**src/rtl/hsi_pkg.sv**
```systemverilog
package hsi_pkg;
  localparam int unsigned CNT_W = 12;
  localparam int unsigned SW_W  = 8;
  localparam int unsigned AMP_W = 8;

  typedef logic [CNT_W-1:0] cnt_t;
  typedef logic [SW_W-1:0]  sw_t;
  typedef logic [AMP_W-1:0] amp_t;

  typedef struct packed {
    cnt_t len;
    sw_t  width;
    amp_t amp;
    logic setup;
    logic slave;
  } hcfg_t;
endpackage

```
**src/rtl/hsi_shadow.sv**
```systemverilog
module hsi_shadow
  import hsi_pkg::*;
(
  input  logic  clk_i,
  input  logic  rst_ni,
  input  logic  load_i,
  input  hcfg_t cfg_i,
  output hcfg_t cfg_o
);
  cnt_t  min_len;
  hcfg_t cfg_d, cfg_q;

  // keep at least one non-sync pixel per line
  always_comb begin
    min_len = cnt_t'(cfg_i.width) + cnt_t'(2);
    cfg_d   = cfg_i;
    if (cfg_i.len < min_len) cfg_d.len = min_len;
  end

  always_ff @(posedge clk_i or negedge rst_ni) begin
    if (!rst_ni)     cfg_q <= '0;
    else if (load_i) cfg_q <= cfg_d;
  end

  assign cfg_o = cfg_q;
endmodule

```
**src/rtl/hsi_line_timer.sv**
```systemverilog
module hsi_line_timer
  import hsi_pkg::*;
(
  input  logic clk_i,
  input  logic rst_ni,
  input  cnt_t len_i,
  input  sw_t  width_i,
  input  logic slave_i,
  input  logic ext_hsync_ni,
  output logic restart_o,
  output logic sync_o,
  output cnt_t cnt_o
);
  cnt_t cnt_q, cnt_d;
  logic ext_q;
  logic ext_fall;

  assign ext_fall = ext_q & ~ext_hsync_ni;

  always_comb begin
    if (cnt_q == '0)  restart_o = 1'b1;
    else if (slave_i) restart_o = ext_fall;
    else              restart_o = (cnt_q >= len_i);

    if (restart_o)         cnt_d = cnt_t'(1);
    else if (cnt_q == '1)  cnt_d = cnt_q;
    else                   cnt_d = cnt_q + cnt_t'(1);
  end

  always_ff @(posedge clk_i or negedge rst_ni) begin
    if (!rst_ni) begin
      cnt_q <= '0;
      ext_q <= 1'b1;
    end else begin
      cnt_q <= cnt_d;
      ext_q <= ext_hsync_ni;
    end
  end

  assign sync_o = (cnt_q != '0) && (cnt_q <= cnt_t'(width_i));
  assign cnt_o  = cnt_q;
endmodule

```
**src/rtl/hsi_lane.sv**
```systemverilog
module hsi_lane
  import hsi_pkg::*;
#(
  parameter int unsigned DATA_W    = 10,
  parameter int unsigned BLANK_LVL = 240,
  parameter int unsigned PED_LVL   = 20,
  parameter int unsigned SYNC_STEP = 1
) (
  input  logic              sync_i,
  input  logic              blank_i,
  input  logic              setup_i,
  input  amp_t              amp_i,
  input  logic [DATA_W-1:0] pix_i,
  output logic [DATA_W-1:0] pix_o
);
  localparam int unsigned SW = DATA_W + AMP_W + 2;
  localparam logic [SW-1:0] BLANK_W = SW'(BLANK_LVL);
  localparam logic [SW-1:0] PED_W   = SW'(PED_LVL);
  localparam logic [SW-1:0] MAX_W   = SW'((2 ** DATA_W) - 1);

  logic [SW-1:0] depth, act_sum;

  always_comb begin
    depth   = SW'(amp_i) * SW'(SYNC_STEP);
    act_sum = BLANK_W + SW'(pix_i) + (setup_i ? PED_W : '0);
    if (sync_i)
      pix_o = (depth >= BLANK_W) ? '0 : DATA_W'(BLANK_W - depth);
    else if (blank_i)
      pix_o = DATA_W'(BLANK_W);
    else if (act_sum > MAX_W)
      pix_o = '1;
    else
      pix_o = DATA_W'(act_sum);
  end
endmodule

```
**src/rtl/hsync_inserter.sv**
```systemverilog
module hsync_inserter
  import hsi_pkg::*;
#(
  parameter int unsigned DATA_W    = 10,
  parameter int unsigned NUM_CH    = 3,
  parameter int unsigned BLANK_LVL = 240,
  parameter int unsigned PED_LVL   = 20,
  parameter int unsigned SYNC_STEP = 1
) (
  input  logic                     clk_i,
  input  logic                     rst_ni,
  input  logic [11:0]              line_len_i,
  input  logic [7:0]               sync_width_i,
  input  logic [7:0]               sync_amp_i,
  input  logic                     setup_en_i,
  input  logic                     slave_en_i,
  input  logic                     ext_hsync_ni,
  input  logic                     blank_i,
  input  logic [NUM_CH*DATA_W-1:0] pix_i,
  output logic [NUM_CH*DATA_W-1:0] pix_o,
  output logic                     sync_o,
  output logic [11:0]              hcount_o
);
  hcfg_t cfg_in, cfg_q;
  logic  restart;
  cnt_t  cnt;

  assign cfg_in = '{len: line_len_i, width: sync_width_i, amp: sync_amp_i,
                    setup: setup_en_i, slave: slave_en_i};

  hsi_shadow u_shadow (
    .clk_i  (clk_i),
    .rst_ni (rst_ni),
    .load_i (restart),
    .cfg_i  (cfg_in),
    .cfg_o  (cfg_q)
  );

  hsi_line_timer u_timer (
    .clk_i        (clk_i),
    .rst_ni       (rst_ni),
    .len_i        (cfg_q.len),
    .width_i      (cfg_q.width),
    .slave_i      (cfg_q.slave),
    .ext_hsync_ni (ext_hsync_ni),
    .restart_o    (restart),
    .sync_o       (sync_o),
    .cnt_o        (cnt)
  );

  for (genvar c = 0; c < NUM_CH; c++) begin : g_lane
    hsi_lane #(
      .DATA_W    (DATA_W),
      .BLANK_LVL (BLANK_LVL),
      .PED_LVL   (PED_LVL),
      .SYNC_STEP (SYNC_STEP)
    ) u_lane (
      .sync_i  (sync_o),
      .blank_i (blank_i),
      .setup_i (cfg_q.setup),
      .amp_i   (cfg_q.amp),
      .pix_i   (pix_i[c*DATA_W +: DATA_W]),
      .pix_o   (pix_o[c*DATA_W +: DATA_W])
    );
  end

  assign hcount_o = cnt;
endmodule

```
**config.mk**
```make
export PLATFORM = sky130hd
export DESIGN_NAME = hsync_inserter
export DESIGN_NICKNAME = d
export VERILOG_FILES = /design/src/rtl/hsi_pkg.sv /design/src/rtl/hsi_shadow.sv /design/src/rtl/hsi_line_timer.sv /design/src/rtl/hsi_lane.sv /design/src/rtl/hsync_inserter.sv
export SDC_FILE = /design/constraint.sdc
export NUM_CORES = 1
export LEC_CHECK = 0
export ABC_AREA = 1
export BUFFER_PORTS_ARGS = -buffer_cell sky130_fd_sc_hd__buf_2
export CAP_MARGIN = 15
export CELL_PAD_IN_SITES_DETAIL_PLACEMENT = 2
export CELL_PAD_IN_SITES_GLOBAL_PLACEMENT = 2
export CORE_MARGIN = 1.5
export CORE_UTILIZATION = 25
export DETAILED_ROUTE_END_ITERATION = 6
export PLACE_DENSITY_LB_ADDON = 0.1
export SKIP_LAST_GASP = 1
export SLEW_MARGIN = 0
export SYNTH_ARGS = -nofsm -noshare
export SYNTH_HDL_FRONTEND = slang
export SYNTH_SLANG_ARGS = --single-unit
```
**constraint.sdc**
```tcl
create_clock -name clk_i -period 1.88 [get_ports clk_i]
set_clock_uncertainty 0.05 [all_clocks]
set_input_delay 0.094 -clock clk_i [delete_from_list [all_inputs] [get_ports clk_i]]
set_output_delay 0.094 -clock clk_i [all_outputs]
set_load 0.02 [all_outputs]
```
==> results of run 1 <==
[state kept, by name (all words and copies together), names as in the netlist]
register / flops
u_shadow.cfg_o: 30
u_timer.cnt_o: 12
u_timer.ext_q: 1
[cells in the final DEF (no fill, tap or decap), drive strengths merged]
cell / instances
clkbuf: 12
buf: 209
a21o: 1
clkinvlp: 1
nand2: 333
or2: 3
clkinv: 1
nand4: 6
nand3: 79
xnor2: 2
xor2: 10
nand3b: 1
ha: 44
dlygate4sd3: 14
nor3: 8
dfrtp: 42
dfstp: 1
o21ai: 11
a21oi: 19
inv: 122
nor2: 74
[layer usage]
layer | track usage (%) | up-vias | wire, um
met5 | 0 | - | 0
met4 | 6.08 | 0 | 765
met3 | 2.33 | 46 | 614
met2 | 47.1 | 117 | 14100
met1 | 23.8 | 2906 | 9020
li1 | - | 2811 | -
[metrics by stage]
| step | hold slack, ps | utilization [%] |
|---|---|---|
| 6_report | 6.95 | 45.5 |
| 4_1_cts | 12.4 | 40.8 |
| 3_3_place_gp | -141 | 33.6 |
| 5_1_grt | 29.5 | 45.5 |
| 2_1_floorplan | -252 | - |
| 3_5_place_dp | -139 | 33.6 |
[worst max-delay path: cells and delay by family (launching register included)]
family	cells	cell delay (ps)
DFF	1	440
AOI/OAI and AO/OA	1	150
buffers and inverters	4	520
and+or+nand+nor	7	690
adders and majority gates	1	310
[cell type report]
type	instances	area [um^2]
Tap cell	225	282
Multi-Input combinational cell	591	3890
Sequential cell	43	1080
Timing Repair inverter	1	8.76
Clock inverter	2	12.5
Clock buffer	6	129
Timing Repair Buffer	229	2060
Inverter	121	459
Fill cell	2012	9500
[kinds of logic (layout without fill, tap and decap cells)]
family	after synthesis	in the layout	synth area share (%)
AO/OA/AOI/OAI	31	31	3.84
XOR/XNOR	12	12	2.34
adder cells (fa/ha/maj)	44	44	12.2
buffers and inverters	134	359	11.8
flip-flops	43	43	24.0
AND/OR/NAND/NOR	501	504	45.8
[power by group]
| group | switching [mW] | internal [mW] | leakage (nW) |
|---|---|---|---|
| Combinational | 6.25 | 4.89 | 3.66 |
| Sequential | 0.358 | 1.32 | 0.534 |
| Clock | 0.399 | 0.492 | 0.0669 |
| Total | 7.01 | 6.71 | 4.26 |
[final timing paths]
kind / slack, ps / startpoint / cells past startpoint / to
worst max register to register: -450 / u_timer.cnt_o[1] / 16 / u_timer.cnt_o[11]
worst min register to register: 460 / u_shadow.cfg_o[27] / 2 / u_shadow.cfg_o[27]
min in group asynchronous: 80 / rst_ni / 2 / u_shadow.cfg_o[28]
max in group asynchronous: 1090 / rst_ni / 3 / u_shadow.cfg_o[1]
worst max-delay path: -660 / u_timer.cnt_o[6] / 13 / pix_o[10]
worst min-delay path: 7 / line_len_i[9] / 3 / u_shadow.cfg_o[27]
[repair_timing]
action                                  CTS  global route
cloned                                    8             7
resized for setup                       135           169
hold endpoints to repair                 55             0
endpoints found under the setup margin   73            73
setup buffers                            27            13
hold buffers                             14             0
pin swaps                                31            39
==> run summary, run 1 <==
Slew HR = 71.8%
Yosys reg bits = 43
Clock Path Buffers = 2
CP dominant cell by count = nand2_1
Sink Count = 43
fin area = 7920 um^2
fin crit share = 135%
GRT Util Overall = 22.8%
average size of a mapped cell = 5.88 um^2
setup ws final = -658 ps
vias per cell = 4.83
crit path max-delay cell type = dfrtp_1
Worst path max stage delay = 440 ps
Placer Congestion = 0.809
die height = 137 um
WP data arrival = 2390 ps
WL per Instance = 20.1 um
Post-synth top cells = 326 x nand2_1, 119 x inv_1, 79 x nand3_1, 64 x nor2_1, 44 x ha_1
sequential cell area fraction in the yosys report = 24.0%
Max Clk Rate = 0.394 GHz
Critical Path, Cell by Cell = ha_4, nand4_1, nor2_2, nand2_1, nand2_2, nand2_4, buf_6, a21oi_4, buf_12, buf_12, nand2_1, nand2_1, buf_6
DRT Wirelength = 24500 um
Die ar. = 18800 um^2
Area contributors post-synth = nand2_1 27%, dfrtp_1 23%, ha_1 12%
Worst setup SP type = register
CP Max Fanout = 5
Area after DPL = 5850 um^2
synth unique cells = 26
HP Class = in2reg
Root Driver = clkbuf_16
largest area contributor in the netlist = nand2_1
setup TNS = -34560 ps
share of the synthesized area in the top cell type = 27.2%
DR iter-0 viols = 112
total power = 13.7 mW
Static Leak = 4.26 nW
Finished Layout Cells = 1218
worst slew pin tran = 419 ps
port bufs = 106
crit end category = primary output
Most used DFF post-synth = dfrtp_1
H-tree depth = 2
outcome = complete, but fails checks
detailed-route via count = 5880
TritonCTS Buffers = 5
first-pass GRT wire length = 33100 um
row count = 48
Post-Place Worst Slack = -496 ps
failing checks = setup timing
Die Wd = 137 um
syn_nets = 873
DR pass1 iterations = 4
netlist area before placement = 4500 um^2
clock latency on the worst-skew pair = 290 ps
Ant. Diodes = 0
yosys warns = 0
Reg clk slew, reported paths = 70 ps
pwr/cell area = 1730 nW/um^2
kind of critical path = reg2out
EDFF count, synth = 0
RSZ-0062 raised after global routing = yes
Synth async-reset ratio = 100%
area of the core = 17400 um^2
Slew Viols, Final = 0
Area Growth Syn to Fin = 76.2%
final setup vio count = 73
Max Cap Viol = 0
layout cells sized above 1 = 42.3%
Final Critical Period = 2540 ps
final net count = 1100
vias in the first global route = 6531
Critical Path RT = 1740 ps
Hold Violations, Final = 0
I/O Pins = 107
most frequent cell after synthesis = nand2_1
initial antenna violation count = 0
Cells after Synth = 765
Max VDD drop = 0.00125 V
largest net degree at the start of global routing = 32
placed cells = 1149
CTS tree = done
HPWL Detailed = 14500 um
Starting Density = 25.8%
gr ovfl total = 0
DRC Markers = 0
Antenna Nets Post-Route = 0
(Power assumes the default switching activity.)
==> run 2, diff against run 1 <==
--- a/config.mk
+++ b/config.mk
@@ -14,6 +14,7 @@
 export CORE_UTILIZATION = 25
 export DETAILED_ROUTE_END_ITERATION = 6
 export PLACE_DENSITY_LB_ADDON = 0.1
+export REMOVE_ABC_BUFFERS = 1
 export SKIP_LAST_GASP = 1
 export SLEW_MARGIN = 0
 export SYNTH_ARGS = -nofsm -noshare
==> constraint.sdc (replaced) <==
create_clock -name clk_i -period 1.88 [get_ports clk_i]
set_clock_uncertainty 0.05 [all_clocks]
set_input_delay 0.188 -clock clk_i [delete_from_list [all_inputs] [get_ports clk_i]]
set_output_delay 0.188 -clock clk_i [all_outputs]
set_load 0.02 [all_outputs]
==> run summary, run 2 (synthesis gave the netlist of run 1 again) <==
HP Class = in2reg (unchanged)
HPWL Detailed = 15000 um (was 14500 um)
crit path max-delay cell type = dfrtp_4 (was dfrtp_1)
failing checks = setup timing (unchanged)
clock latency on the worst-skew pair = 300 ps (was 290 ps)
Max Cap Viol = 0 (unchanged)
Max Clk Rate = 0.392 GHz (was 0.394 GHz)
commonest non-fill, non-tap cell in the layout = nand2_1 (unchanged)
DRT Wirelength = 21900 um (was 24500 um)
outcome = complete, but fails checks (unchanged)
RSZ-0062 raised after global routing = yes (unchanged)
DR iter-0 viols = 126 (was 112)
vias in the first global route = 6489 (was 6531)
commonest cells after routing, fill and taps aside = 246 x nand2_1, 115 x inv_1, 100 x buf_4 (was 229 x nand2_1, 113 x inv_1, 78 x buf_2)
setup ws final = -672 ps (was -658 ps)
Crit path max-delay family = flip-flops (was simple AND/OR/NAND/NOR gates)
Hold WS = 43.9 ps (was 6.95 ps)
die height = 137 um (unchanged)
Hold Violations, Final = 0 (unchanged)
row count = 48 (unchanged)
Ant. Diodes = 0 (unchanged)
Die Wd = 137 um (unchanged)
I/O Pins = 107 (unchanged)
fin crit share = 136% (was 135%)
Slew Viols, Final = 0 (unchanged)
Area Growth Syn to Fin = 71.7% (was 76.2%)
H-tree depth = 2 (unchanged)
Core Util, Final = 44.3% (was 45.5%)
worst slew pin tran = 614 ps (was 419 ps)
area of the core = 17400 um^2 (unchanged)
first-pass GRT wire length = 31800 um (was 33100 um)
Sink Count = 43 (unchanged)
Clock Path Buffers = 2 (unchanged)
Reg clk slew, reported paths = 70 ps (about the same)
kind of critical path = reg2out (unchanged)
final setup vio count = 73 (unchanged)
GRT Util Overall = 21.6% (was 22.8%)
Worst setup SP type = register (unchanged)
Critical Path, Cell by Cell = ha_4, ha_4, nand2_2, nand2_2, nand2_2, buf_4, buf_4, xor2_1, nor2_1, nand2_1, nand2_1, nand2_1, buf_6 (was ha_4, nand4_1, nor2_2, nand2_1, nand2_2, nand2_4, buf_6, a21oi_4, buf_12, buf_12, nand2_1, nand2_1, buf_6)
initial antenna violation count = 0 (unchanged)
WP data arrival = 2310 ps (was 2390 ps)
port bufs = 106 (unchanged)
WL per Instance = 18.0 um (was 20.1 um)
layout cells sized above 1 = 43.2% (was 42.3%)
Max VDD drop = 0.00126 V (was 0.00125 V)
final net count = 1101 (was 1100)
largest net degree at the start of global routing = 44 (was 32)
DRC Markers = 0 (unchanged)
Final Critical Period = 2550 ps (was 2540 ps)
Placer Congestion = 0.831 (was 0.809)
Worst path max stage delay = 590 ps (was 440 ps)
Critical Path RT = 1640 ps (was 1740 ps)
placed cells = 1171 (was 1149)
gr ovfl total = 0 (unchanged)
Root Driver = clkbuf_16 (unchanged)
TritonCTS Buffers = 5 (unchanged)
DR pass1 iterations = 4 (unchanged)
setup TNS = -31120 ps (was -34560 ps)
Finished Layout Cells = 1219 (was 1218)
Antenna Nets Post-Route = 0 (unchanged)
Area after DPL = 5940 um^2 (was 5850 um^2)
crit end category = primary output (unchanged)
vias per cell = 4.76 (was 4.83)
Die ar. = 18800 um^2 (unchanged)
CP Max Fanout = 7 (was 5)
Static Leak = 4.23 nW (was 4.26 nW)
Starting Density = 25.8% (unchanged)
fin area = 7720 um^2 (was 7920 um^2)
CTS tree = done (unchanged)
detailed-route via count = 5803 (was 5880)
pwr/cell area = 1630 nW/um^2 (was 1730 nW/um^2)
Slew HR = 59.1% (was 71.8%)
CP bufs+invs = 3 (was 4)
max FFs per register = 30 (unchanged)
-- run 2: changes by cell type in the layout (fill, tap and decap cells not counted), sizes merged --
cell,previous run,this run
buf,209,226
clkinvlp,1,2
clkbuf,12,9
clkinv,1,0
nor2,74,73
dlygate4sd3,14,2
-- run 2: per-layer routing --
metal,GRT usage (%),share of wire (%)
met5,0,0
met4,3.86,1.6
met3,2.07,1.7
met2,45.6,58
met1,22.6,39
-- run 2: final timing paths --
check	start	to	slack, ps	depth (start not counted)
max	u_shadow.cfg_o[1]	pix_o[16]	-670	13
max in group asynchronous	rst_ni	u_shadow.cfg_o[1]	830	3
min reg2reg	u_shadow.cfg_o[0]	u_shadow.cfg_o[0]	450	2
max reg2reg	u_timer.cnt_o[1]	u_shadow.cfg_o[9]	-360	13
min	sync_amp_i[5]	u_shadow.cfg_o[7]	40	3
min in group asynchronous	rst_ni	u_shadow.cfg_o[20]	470	3
-- run 2: cell type report --
class                   instances  area [um^2]
repair buffers                232         1890
fillers                      2062         9700
inverters                     121          457
well taps                     225          282
flip-flops and latches         43         1080
clock inverters                 3         23.8
multi-input cells             590         3860
clock buffers                   5          125
-- run 2: what timing repair did --
action	4_1_cts	5_1_grt
buffers inserted	27	11
hold buffers	2	0
gates resized for setup	170	154
pin swaps	47	69
endpoints found under the setup margin	73	74
gates cloned	4	5
hold endpoints to repair	43	0
-- run 2: where the power goes --
group | switching (mW) | internal (mW)
registers | 0.344 | 1.32
logic | 5.61 | 4.38
clock network | 0.416 | 0.498
-- run 2: tightest hold or removal path, delay by kind of cell --
| family | cells | cell delay [ps] |
|---|---|---|
| buf+inv | 1 | 80 |
| simple gates | 2 | 90 |
-- run 2: per-stage QoR --
stage               setup WS [ps]  power [mW]
finish                       -672        12.6
detailed placement           -597        8.47
global route                 -783        13.5
CTS                          -650        11.4
global placement             -452        8.13
floorplan                    -672        5.45
==> run 3, diff against run 2 <==
--- a/config.mk
+++ b/config.mk
@@ -12,9 +12,11 @@
 export CELL_PAD_IN_SITES_GLOBAL_PLACEMENT = 2
 export CORE_MARGIN = 1.5
 export CORE_UTILIZATION = 25
+export CTS_CLUSTER_DIAMETER = 100
 export DETAILED_ROUTE_END_ITERATION = 6
 export PLACE_DENSITY_LB_ADDON = 0.1
 export REMOVE_ABC_BUFFERS = 1
+export SETUP_SLACK_MARGIN = 0.4
 export SKIP_LAST_GASP = 1
 export SLEW_MARGIN = 0
 export SYNTH_ARGS = -nofsm -noshare
==> run summary, run 3 (synthesis gave the netlist of run 1 again) <==
flop2flop setup slack = -520 ps (was -360 ps)
Max VDD drop = 0.00136 V (was 0.00126 V)
Worst setup SP type = register (unchanged)
row count = 48 (unchanged)
Die Wd = 137 um (unchanged)
Ant. Diodes = 0 (unchanged)
detailed-route via count = 5853 (was 5803)
DRC Markers = 0 (unchanged)
Area Growth Syn to Fin = 71.6% (was 71.7%)
clock latency on the worst-skew pair = 300 ps (about the same)
Hold Violations, Final = 0 (unchanged)
worst slew pin tran = 614 ps (about the same)
WL per Instance = 18.9 um (was 18.0 um)
final setup vio count = 73 (unchanged)
Slew Viols, Final = 0 (unchanged)
hold path startpoint = sync_amp_i[0] (was sync_amp_i[5])
Starting Density = 25.8% (unchanged)
commonest non-fill, non-tap cell in the layout = nand2_1 (unchanged)
largest net degree at the start of global routing = 44 (unchanged)
Clock Path Buffers = 2 (unchanged)
total power = 12.8 mW (was 12.6 mW)
max FFs per register = 30 (unchanged)
vias per cell = 4.81 (was 4.76)
CP Max Fanout = 7 (unchanged)
crit end category = primary output (unchanged)
crit path max-delay cell type = dfrtp_4 (unchanged)
I/O Pins = 107 (unchanged)
first-pass GRT wire length = 31800 um (about the same)
hold endpoint = u_shadow.cfg_o[2] (was u_shadow.cfg_o[7])
Finished Layout Cells = 1217 (was 1219)
placed cells = 1171 (unchanged)
worst hold stages = 3 (unchanged)
gr ovfl total = 0 (unchanged)
pwr/cell area = 1660 nW/um^2 (was 1630 nW/um^2)
fin crit share = 137% (was 136%)
Die ar. = 18800 um^2 (unchanged)
Antenna Nets Post-Route = 0 (unchanged)
failing checks = setup timing (unchanged)
r2r startpoint = u_timer.cnt_o[7] (was u_timer.cnt_o[1])
Worst path max stage delay = 590 ps (about the same)
Sink Count = 43 (unchanged)
kind of critical path = reg2out (unchanged)
Critical Path, Cell by Cell = ha_4, buf_6, nand3_2, nand2_2, inv_2, nor2_4, nand2_1, nor2_1, nand2_1, nand2_1, nand2_1, nand2_1, nand2_1, buf_6 (was ha_4, ha_4, nand2_2, nand2_2, nand2_2, buf_4, buf_4, xor2_1, nor2_1, nand2_1, nand2_1, nand2_1, buf_6)
setup ws final = -700 ps (was -672 ps)
port bufs = 106 (unchanged)
layout cells sized above 1 = 42.2% (was 43.2%)
Critical Path RT = 1640 ps (about the same)
outcome = complete, but fails checks (unchanged)
Max Clk Rate = 0.388 GHz (was 0.392 GHz)
die height = 137 um (unchanged)
Static Leak = 4.26 nW (was 4.23 nW)
final net count = 1099 (was 1101)
reg2reg end = u_shadow.cfg_o[22] (was u_shadow.cfg_o[9])
commonest cells after routing, fill and taps aside = 240 x nand2_1, 116 x inv_1, 92 x buf_4 (was 246 x nand2_1, 115 x inv_1, 100 x buf_4)
H-tree depth = 2 (unchanged)
initial antenna violation count = 0 (unchanged)
Register-to-Register Path Depth = 17 (was 13)
Fillers = 2057 (was 2062)
TritonCTS Buffers = 5 (unchanged)
DRT Wirelength = 23000 um (was 21900 um)
WP data arrival = 2340 ps (was 2310 ps)
area of the core = 17400 um^2 (unchanged)
DR pass1 iterations = 4 (unchanged)
fin area = 7710 um^2 (was 7720 um^2)
Placer Congestion = 0.831 (unchanged)
vias in the first global route = 6457 (was 6489)
Reg clk slew, reported paths = 70 ps (about the same)
RSZ-0062 raised after global routing = yes (unchanged)
DR iter-0 viols = 153 (was 126)
CTS tree = done (unchanged)
HPWL Detailed = 15000 um (unchanged)
Slew HR = 59.1% (about the same)
Root Driver = clkbuf_16 (unchanged)
Area after DPL = 5940 um^2 (unchanged)
GRT Util Overall = 21.6% (about the same)
Final Critical Period = 2580 ps (was 2550 ps)
CP dominant cell by count = nand2_1
Max Cap Viol = 0 (unchanged)
HP Class = in2reg (unchanged)
==> run 3: final cells by class <==
type | count | area, um^2 | area share [%]
clock buffer | 5 | 125 | 1.62
multi-input combinational | 590 | 3810 | 49.4
clock inverter | 3 | 23.8 | 0.308
sequential | 43 | 1080 | 14.0
timing repair buffer | 230 | 1940 | 25.1
inverter | 121 | 457 | 5.92
tap | 225 | 282 | 3.65
==> run 3: repair_timing <==
item	4_1_cts	5_1_grt
endpoints found under the hold margin	43	0
setup endpoints to repair	73	73
buffers inserted	18	8
hold buffers	2	0
gates cloned	4	6
pin swaps	41	69
resized for setup	165	137
==> run 3: stage by stage <==
step                setup TNS, ps  util [%]  hold WS [ps]  setup slack [ps]
floorplan                  -38930         -          -158              -672
global placement           -19850      34.1           257              -452
detailed placement         -27600      34.1           271              -597
CTS                        -29890      40.3          39.4              -650
global route               -44380      44.3          44.2              -842
finish                     -35290      44.3          46.3              -700
==> run 3: report_power, final <==
group,leakage [nW],switching (mW),internal [mW]
combinational,3.65,5.74,4.48
sequential,0.540,0.335,1.32
clock,0.0664,0.439,0.499
total,4.26,6.51,6.30
==> run 3: worst max-delay path by stage <==
stage / slack, ps / startpoint / cells past startpoint / to
final: -700 / u_shadow.cfg_o[1] / 14 / pix_o[19]
after global routing: -840 / u_shadow.cfg_o[1] / 14 / pix_o[19]
after CTS: -650 / u_shadow.cfg_o[1] / 13 / pix_o[11]
after detailed placement: -600 / u_shadow.cfg_o[1] / 13 / pix_o[11]
after global placement: -450 / u_shadow.cfg_o[1] / 13 / pix_o[27]
after floorplan: -670 / u_timer.cnt_o[11] / 8 / u_shadow.cfg_o[0]
==> run 3: worst max-delay path: cells and delay by family, from the launching register on <==
kind / cells / cell delay [ps]
DFF: 1 / 590
and+or+nand+nor: 10 / 860
adders and majority gates: 1 / 320
buffers and inverters: 3 / 280
==> run 3: layer usage <==
| metal | vias up | global-route usage (%) | part of all wire [%] |
|---|---|---|---|
| met5 | - | 0 | 0 |
| met4 | 0 | 4.56 | 1.8 |
| met3 | 24 | 1.85 | 2.3 |
| met2 | 98 | 45.7 | 57 |
| met1 | 2919 | 22.6 | 39 |
| li1 | 2812 | - | - |
